**src/rtl/rtc_presc_pkg.sv**
```systemverilog
package rtc_presc_pkg;
  typedef enum logic [1:0] {
    TAP_OFF  = 2'b00,
    TAP_FAST = 2'b01,
    TAP_SLOW = 2'b10,
    TAP_SEC  = 2'b11
  } tap_sel_e;
endpackage

```
**src/rtl/rtc_stage0.sv**
```systemverilog
module rtc_stage0 #(
  parameter int DIV = 256
) (
  input  logic clk_i,
  input  logic rst_ni,
  input  logic step_i,
  output logic wrap_o,
  output logic fast_tap_o,
  output logic slow_tap_o
);
  localparam int W = $clog2(DIV);
  localparam logic [W-1:0] LAST = W'(DIV - 1);

  logic [W-1:0] cnt_q;

  always_ff @(posedge clk_i or negedge rst_ni) begin
    if (!rst_ni) cnt_q <= '0;
    else if (step_i) cnt_q <= (cnt_q == LAST) ? '0 : cnt_q + 1'b1;
  end

  assign wrap_o     = step_i && (cnt_q == LAST);
  // taps are bits of the untrimmed count: period DIV/4 and DIV/2
  assign fast_tap_o = cnt_q[W-3];
  assign slow_tap_o = cnt_q[W-2];

  p_hold_freeze_r8: assert property (@(posedge clk_i) disable iff (!rst_ni)
    !step_i |=> $stable(cnt_q));
endmodule

```
**src/rtl/rtc_stage1.sv**
```systemverilog
module rtc_stage1 #(
  parameter int DIV = 128
) (
  input  logic clk_i,
  input  logic rst_ni,
  input  logic step_i,
  input  logic adj_i,
  input  logic fast_i,
  output logic sec_end_o,
  output logic upper_half_o
);
  localparam int CW = $clog2(DIV + 1);
  localparam logic [CW-1:0] L_NORM  = CW'(DIV - 1);
  localparam logic [CW-1:0] L_LONG  = CW'(DIV);
  localparam logic [CW-1:0] L_SHORT = CW'(DIV - 2);
  localparam logic [CW-1:0] HALF    = CW'(DIV / 2);

  logic [CW-1:0] cnt_q;
  logic [CW-1:0] last;

  always_comb begin
    if (!adj_i)      last = L_NORM;
    else if (fast_i) last = L_SHORT;
    else             last = L_LONG;
  end

  always_ff @(posedge clk_i or negedge rst_ni) begin
    if (!rst_ni) cnt_q <= '0;
    else if (step_i) cnt_q <= (cnt_q == last) ? '0 : cnt_q + 1'b1;
  end

  assign sec_end_o    = step_i && (cnt_q == last);
  assign upper_half_o = (cnt_q >= HALF);

  p_cnt1_bound_r6: assert property (@(posedge clk_i) disable iff (!rst_ni)
    cnt_q <= L_LONG);
endmodule

```
**src/rtl/rtc_trim_sched.sv**
```systemverilog
module rtc_trim_sched #(
  parameter int WINDOW_SECS = 3840,
  parameter int MAG_W       = 6,
  parameter int SLOW_EV     = 1,
  parameter int FAST_EV     = 2
) (
  input  logic             clk_i,
  input  logic             rst_ni,
  input  logic             sec_end_i,
  input  logic             sign_i,
  input  logic [MAG_W-1:0] mag_i,
  output logic             adj_o,
  output logic             fast_o
);
  localparam int AW = $clog2(WINDOW_SECS + FAST_EV * (2 ** MAG_W)) + 1;
  localparam int WW = $clog2(WINDOW_SECS);
  localparam logic [AW-1:0] K_SLOW   = AW'(SLOW_EV);
  localparam logic [AW-1:0] K_FAST   = AW'(FAST_EV);
  localparam logic [AW-1:0] WIN      = AW'(WINDOW_SECS);
  localparam logic [WW-1:0] WIN_LAST = WW'(WINDOW_SECS - 1);

  logic [WW-1:0] win_q;
  logic [AW-1:0] acc_q;
  logic          adj_q, fast_q;
  logic [AW-1:0] n, base, sum;
  logic          hit;

  always_comb begin
    n    = AW'(mag_i) * (sign_i ? K_FAST : K_SLOW);
    base = (win_q == WIN_LAST) ? '0 : acc_q;
    sum  = base + n;
    hit  = (sum >= WIN);
  end

  always_ff @(posedge clk_i or negedge rst_ni) begin
    if (!rst_ni) begin
      win_q  <= '0;
      acc_q  <= '0;
      adj_q  <= 1'b0;
      fast_q <= 1'b0;
    end else if (sec_end_i) begin
      win_q  <= (win_q == WIN_LAST) ? '0 : win_q + 1'b1;
      acc_q  <= hit ? sum - WIN : sum;
      adj_q  <= hit;
      fast_q <= sign_i;
    end
  end

  assign adj_o  = adj_q;
  assign fast_o = fast_q;

  p_acc_bound_r7: assert property (@(posedge clk_i) disable iff (!rst_ni)
    acc_q < WIN);
  p_adj_stable_r9: assert property (@(posedge clk_i) disable iff (!rst_ni)
    !sec_end_i |=> $stable({adj_q, fast_q}));
endmodule

```
**src/rtl/rtc_tap_mux.sv**
```systemverilog
module rtc_tap_mux
  import rtc_presc_pkg::*;
(
  input  logic       clk_i,
  input  logic       rst_ni,
  input  logic [1:0] tap_sel_i,
  input  logic       fast_i,
  input  logic       slow_i,
  input  logic       sec_i,
  output logic       test_clk_o
);
  tap_sel_e sel;
  logic     nxt, out_q;

  assign sel = tap_sel_e'(tap_sel_i);

  always_comb begin
    unique case (sel)
      TAP_FAST: nxt = fast_i;
      TAP_SLOW: nxt = slow_i;
      TAP_SEC:  nxt = sec_i;
      default:  nxt = 1'b0;
    endcase
  end

  always_ff @(posedge clk_i or negedge rst_ni) begin
    if (!rst_ni) out_q <= 1'b0;
    else         out_q <= nxt;
  end

  assign test_clk_o = out_q;

  p_off_low_r4: assert property (@(posedge clk_i) disable iff (!rst_ni)
    (tap_sel_i == TAP_OFF) |=> !test_clk_o);
endmodule

```
**src/rtl/rtc_prescale_trim.sv**
```systemverilog
module rtc_prescale_trim #(
  parameter int STAGE0_DIV  = 256,
  parameter int STAGE1_DIV  = 128,
  parameter int WINDOW_SECS = 3840,
  parameter int MAG_W       = 6,
  parameter int SLOW_EV     = 1,
  parameter int FAST_EV     = 2
) (
  input  logic             clk_i,
  input  logic             rst_ni,
  input  logic             tick_en_i,
  input  logic             hold_i,
  input  logic [1:0]       tap_sel_i,
  input  logic             trim_sign_i,
  input  logic [MAG_W-1:0] trim_mag_i,
  output logic             sec_tick_o,
  output logic             test_clk_o
);
  logic step0, wrap0, fast_tap, slow_tap;
  logic sec_end, sec_half, adj, adj_fast;
  logic tick_q;

  assign step0 = tick_en_i && !hold_i;

  rtc_stage0 #(.DIV(STAGE0_DIV)) u_stage0 (
    .clk_i, .rst_ni, .step_i(step0), .wrap_o(wrap0),
    .fast_tap_o(fast_tap), .slow_tap_o(slow_tap)
  );

  rtc_stage1 #(.DIV(STAGE1_DIV)) u_stage1 (
    .clk_i, .rst_ni, .step_i(wrap0), .adj_i(adj), .fast_i(adj_fast),
    .sec_end_o(sec_end), .upper_half_o(sec_half)
  );

  rtc_trim_sched #(
    .WINDOW_SECS(WINDOW_SECS), .MAG_W(MAG_W),
    .SLOW_EV(SLOW_EV), .FAST_EV(FAST_EV)
  ) u_trim (
    .clk_i, .rst_ni, .sec_end_i(sec_end), .sign_i(trim_sign_i),
    .mag_i(trim_mag_i), .adj_o(adj), .fast_o(adj_fast)
  );

  rtc_tap_mux u_mux (
    .clk_i, .rst_ni, .tap_sel_i, .fast_i(fast_tap), .slow_i(slow_tap),
    .sec_i(sec_half), .test_clk_o
  );

  always_ff @(posedge clk_i or negedge rst_ni) begin
    if (!rst_ni) tick_q <= 1'b0;
    else         tick_q <= sec_end;
  end

  assign sec_tick_o = tick_q;

  p_tick_single_r2: assert property (@(posedge clk_i) disable iff (!rst_ni)
    sec_tick_o |=> !sec_tick_o);
  p_hold_no_tick_r8: assert property (@(posedge clk_i) disable iff (!rst_ni)
    hold_i |=> !sec_tick_o);
endmodule

```
**config.mk**
```make
export PLATFORM = sky130hd
export DESIGN_NAME = rtc_prescale_trim
export DESIGN_NICKNAME = d
export VERILOG_FILES = /design/src/rtl/rtc_presc_pkg.sv /design/src/rtl/rtc_stage0.sv /design/src/rtl/rtc_stage1.sv /design/src/rtl/rtc_trim_sched.sv /design/src/rtl/rtc_tap_mux.sv /design/src/rtl/rtc_prescale_trim.sv
export SDC_FILE = /design/constraint.sdc
export NUM_CORES = 1
export LEC_CHECK = 0
export BUFFER_PORTS_ARGS = -buffer_cell sky130_fd_sc_hd__buf_2
export CORE_MARGIN = 8
export CORE_UTILIZATION = 40
export DETAILED_ROUTE_END_ITERATION = 10
export GPL_ROUTABILITY_DRIVEN = 0
export PLACE_DENSITY = 0.62
export SLEW_MARGIN = 5
export SYNTH_ARGS = -nofsm -noshare
export SYNTH_HDL_FRONTEND = slang
export SYNTH_HIERARCHICAL = 1
export SYNTH_SLANG_ARGS = --single-unit
```
**constraint.sdc**
```tcl
create_clock -name clk_i -period 10.3 [get_ports clk_i]
set_input_delay 2.06 -clock clk_i [delete_from_list [all_inputs] [get_ports clk_i]]
set_output_delay 2.06 -clock clk_i [all_outputs]
set_load 0.02 [all_outputs]
```
==> flow_summary.json <==
{
  "fin_skew_ns": 0.006944,
  "setup_viol": 0,
  "synth_edf_count": 0,
  "setup_tns_ns": 0,
  "syn_nets": 364,
  "synth-seq-area-share_pct": 35.70,
  "pin_count": 15,
  "core_area_um2": 7687,
  "grt_max_degree": 46,
  "p_per_area_nw_per_um2": 111.5,
  "overflow": 0,
  "die_y_um": 104.8,
  "clk_latency_ns": 0.30,
  "cts_buffers": 5,
  "nNetsFinal": 376,
  "routed-via-count": 2499,
  "synth_ff_type": "dfrtp_1",
  "cp.required_ns": 10.54,
  "dp_hpwl_um": 4583,
  "clock.fmax_mhz": 172.5,
  "cap_violations": 0,
  "firstDrtPassIters": 4,
  "viasPerCell": 5.529,
  "start_kind": "primary input",
  "port_buffers": 14,
  "wl_per_cell_um": 14.17,
  "antenna_cells": 0,
  "nFillCells": 777,
  "max-slew-margin-rel_pct": 28.51,
  "grt_pass1_vias": 2497,
  "cts.repair.resized": 0,
  "cp_max_fo": 9,
  "antenna_found_initial": 0,
  "hold_path_depth": 1,
  "cts_sinks": 45,
  "cts_tree": "done",
  "leakagePower_nw": 1.474,
  "areaGrowthSynthToFinish_pct": 8.330,
  "netlist_area_um2": 3154,
  "die-area_um2": 10980,
  "postCtsSetupBuffers": 0,
  "critPathArrivalTime_ns": 6.04,
  "worst_pin_slew_ns": 1.063,
  "htree_levels": 2,
  "netlist_top_cells_area": "dfrtp_1 (36%), ha_1 (5.2%), mux2_2 (3.9%)",
  "ys_seq_elements": 45,
  "rr_worst_depth": 18,
  "drt_iter0_markers": 126,
  "wl_um": 6404,
  "synth_area_leader_cell": "dfrtp_1",
  "drc": 0,
  "async_flop_share_pct": 100.0,
  "core.rowCount": 32,
  "drive_gt1_share_pct": 16.57,
  "postSynthAreaPerCell_um2": 9.360,
  "rsz0062_at_grt": "no",
  "yosys.cell_count.top_type": "dfrtp_1",
  "grt_usage_pct": 12.24,
  "vdd_drop_max_mv": 0.07496,
  "synth_cells": 337,
  "post-route-min-period_ns": 5.796,
  "status": "complete, no violations",
  "yosys_warnings": 6,
  "slew_violations": 0,
  "holdBufCountCts": 0,
  "synth_common_cells": "dfrtp_1 (45), nand2_1 (25), nor2_1 (23)",
  "root_buffer": "clkbuf_8",
  "dp.cells": 444,
  "die_w_um": 104.8,
  "path_clk_slew_ns": 0.09,
  "initial_core_util_pct": 41.03,
  "hp-class": "flip-flop to flip-flop",
  "final_cells": 452,
  "path_class": "primary input to flip-flop",
  "hold_viol_final": 0,
  "ant_nets": 0,
  "clockBufferDepth": 2,
  "fin_crit_sh_pct": 56.27,
  "synth.top_cell.area_share_pct": 35.70,
  "end_kind": "flip-flop",
  "synth.distinct_cells": 72,
  "grt_pass1_wl_um": 11550
}
sequential cells by signal, summed over array words and instances (netlist names):
| name | count |
|---|---|
| sec_tick_o | 1 |
| u_mux/test_clk_o | 1 |
| u_stage0/cnt_q | 8 |
| u_stage1/cnt_q | 8 |
| u_trim/acc_q | 13 |
| u_trim/adj_o | 1 |
| u_trim/fast_o | 1 |
| u_trim/win_q | 12 |
worst paths after layout:
kind	start	to	slack, ns
hold reg to reg	u_trim/acc_q[0]$_DFFE_PN0P_	u_trim/acc_q[0]$_DFFE_PN0P_	0.50
min in group asynchronous	rst_ni	u_trim/win_q[11]$_DFFE_PN0P_	1.92
hold / removal	u_trim/acc_q[0]$_DFFE_PN0P_	u_trim/acc_q[0]$_DFFE_PN0P_	0.50
setup reg to reg	u_trim/win_q[0]$_DFFE_PN0P_	u_trim/acc_q[11]$_DFFE_PN0P_	4.97
max in group asynchronous	rst_ni	u_trim/fast_o$_DFFE_PN0P_	7.75
setup / recovery	trim_sign_i	u_trim/acc_q[11]$_DFFE_PN0P_	4.50
cell usage in the layout (no fill, tap or decap), drive strengths merged, types with 3 or more instances in the layout:
cell type and instances:
nand2 26, xor2 9, nand4 12, nor3b 4, a31o 3, and3 3
mux2i 6, nand2b 6, a21oi 12, a211oi 5, nor4 5, dfrtp 45
o21ai 20, nor2 23, nor2b 5, inv 15, or2 3, xnor2 14
o211ai 5, buf 16, a211o 3, clkbuf 6, o22ai 3, o21a 3
mux2 12, ha 13, nand3 14, nor3 16, and2 10
stage by stage:
step                      worst slack, ns  hold slack, ns  util [%]  power (mW)  area, um2
after floorplan                     4.492          0.4635         -      0.2448       3154
after CTS                           4.566          0.5028     44.45      0.3864       3417
after detailed placement            4.249          0.4860     43.15      0.2619       3317
after global routing                4.204          0.5245     44.45      0.4013       3417
after global placement              4.366          0.4821     43.15      0.2605       3317
final                               4.504          0.5004     44.45      0.3811       3417
area by class of cell:
| cell class | instances | area (um2) | share of cell area (%) |
|---|---|---|---|
| tap | 102 | 127.6 | 3.735 |
| timing repair buffer | 16 | 85.08 | 2.490 |
| clock inverter | 2 | 17.52 | 0.5126 |
| sequential | 45 | 1126 | 32.95 |
| clock buffer | 6 | 82.58 | 2.417 |
| multi-input combinational | 267 | 1926 | 56.35 |
| inverter | 14 | 52.55 | 1.538 |
critical path: stages:
cell,delay (ns)
buf_2,0.17
mux2_2,0.35
ha_1,0.29
ha_1,0.37
a211oi_4,0.35
o21ai_1,0.14
a21oi_1,0.40
o211ai_2,0.16
a21boi_1,0.36
and3_1,0.23
ha_1,0.14
o211ai_1,0.08
a211o_1,0.27
o22ai_2,0.25
nor3b_1,0.24
a221o_1,0.18
power breakdown:
| group | switching, mW | internal [mW] | leakage [nW] |
|---|---|---|---|
| Combinational | 0.0289 | 0.0245 | 0.830 |
| Clock | 0.0660 | 0.0558 | 0.0518 |
| Sequential | 0.0178 | 0.188 | 0.592 |
| Total | 0.113 | 0.268 | 1.47 |
layer usage:
layer / GRT usage (%) / vias up / share of wire (%)
li1: - / 1260 / -
met1: 16.91 / 1199 / 53
met2: 19.10 / 34 / 43
met3: 2.211 / 6 / 3.1
met4: 3.364 / 0 / 1.0
met5: 0 / - / 0
cell families after synthesis:
kind of cell	count (synthesis)	synth area share (%)
AOI/OAI and AO/OA	77	19.16
xor gates and xnor gates	23	6.387
adders and majority gates	14	5.792
buffers and inverters	25	3.252
DFF	45	35.70
muxes	18	6.188
other	1	0.1189
and+or+nand+nor	134	23.40
No activity file was read; power rests on OpenSTA's default activity.
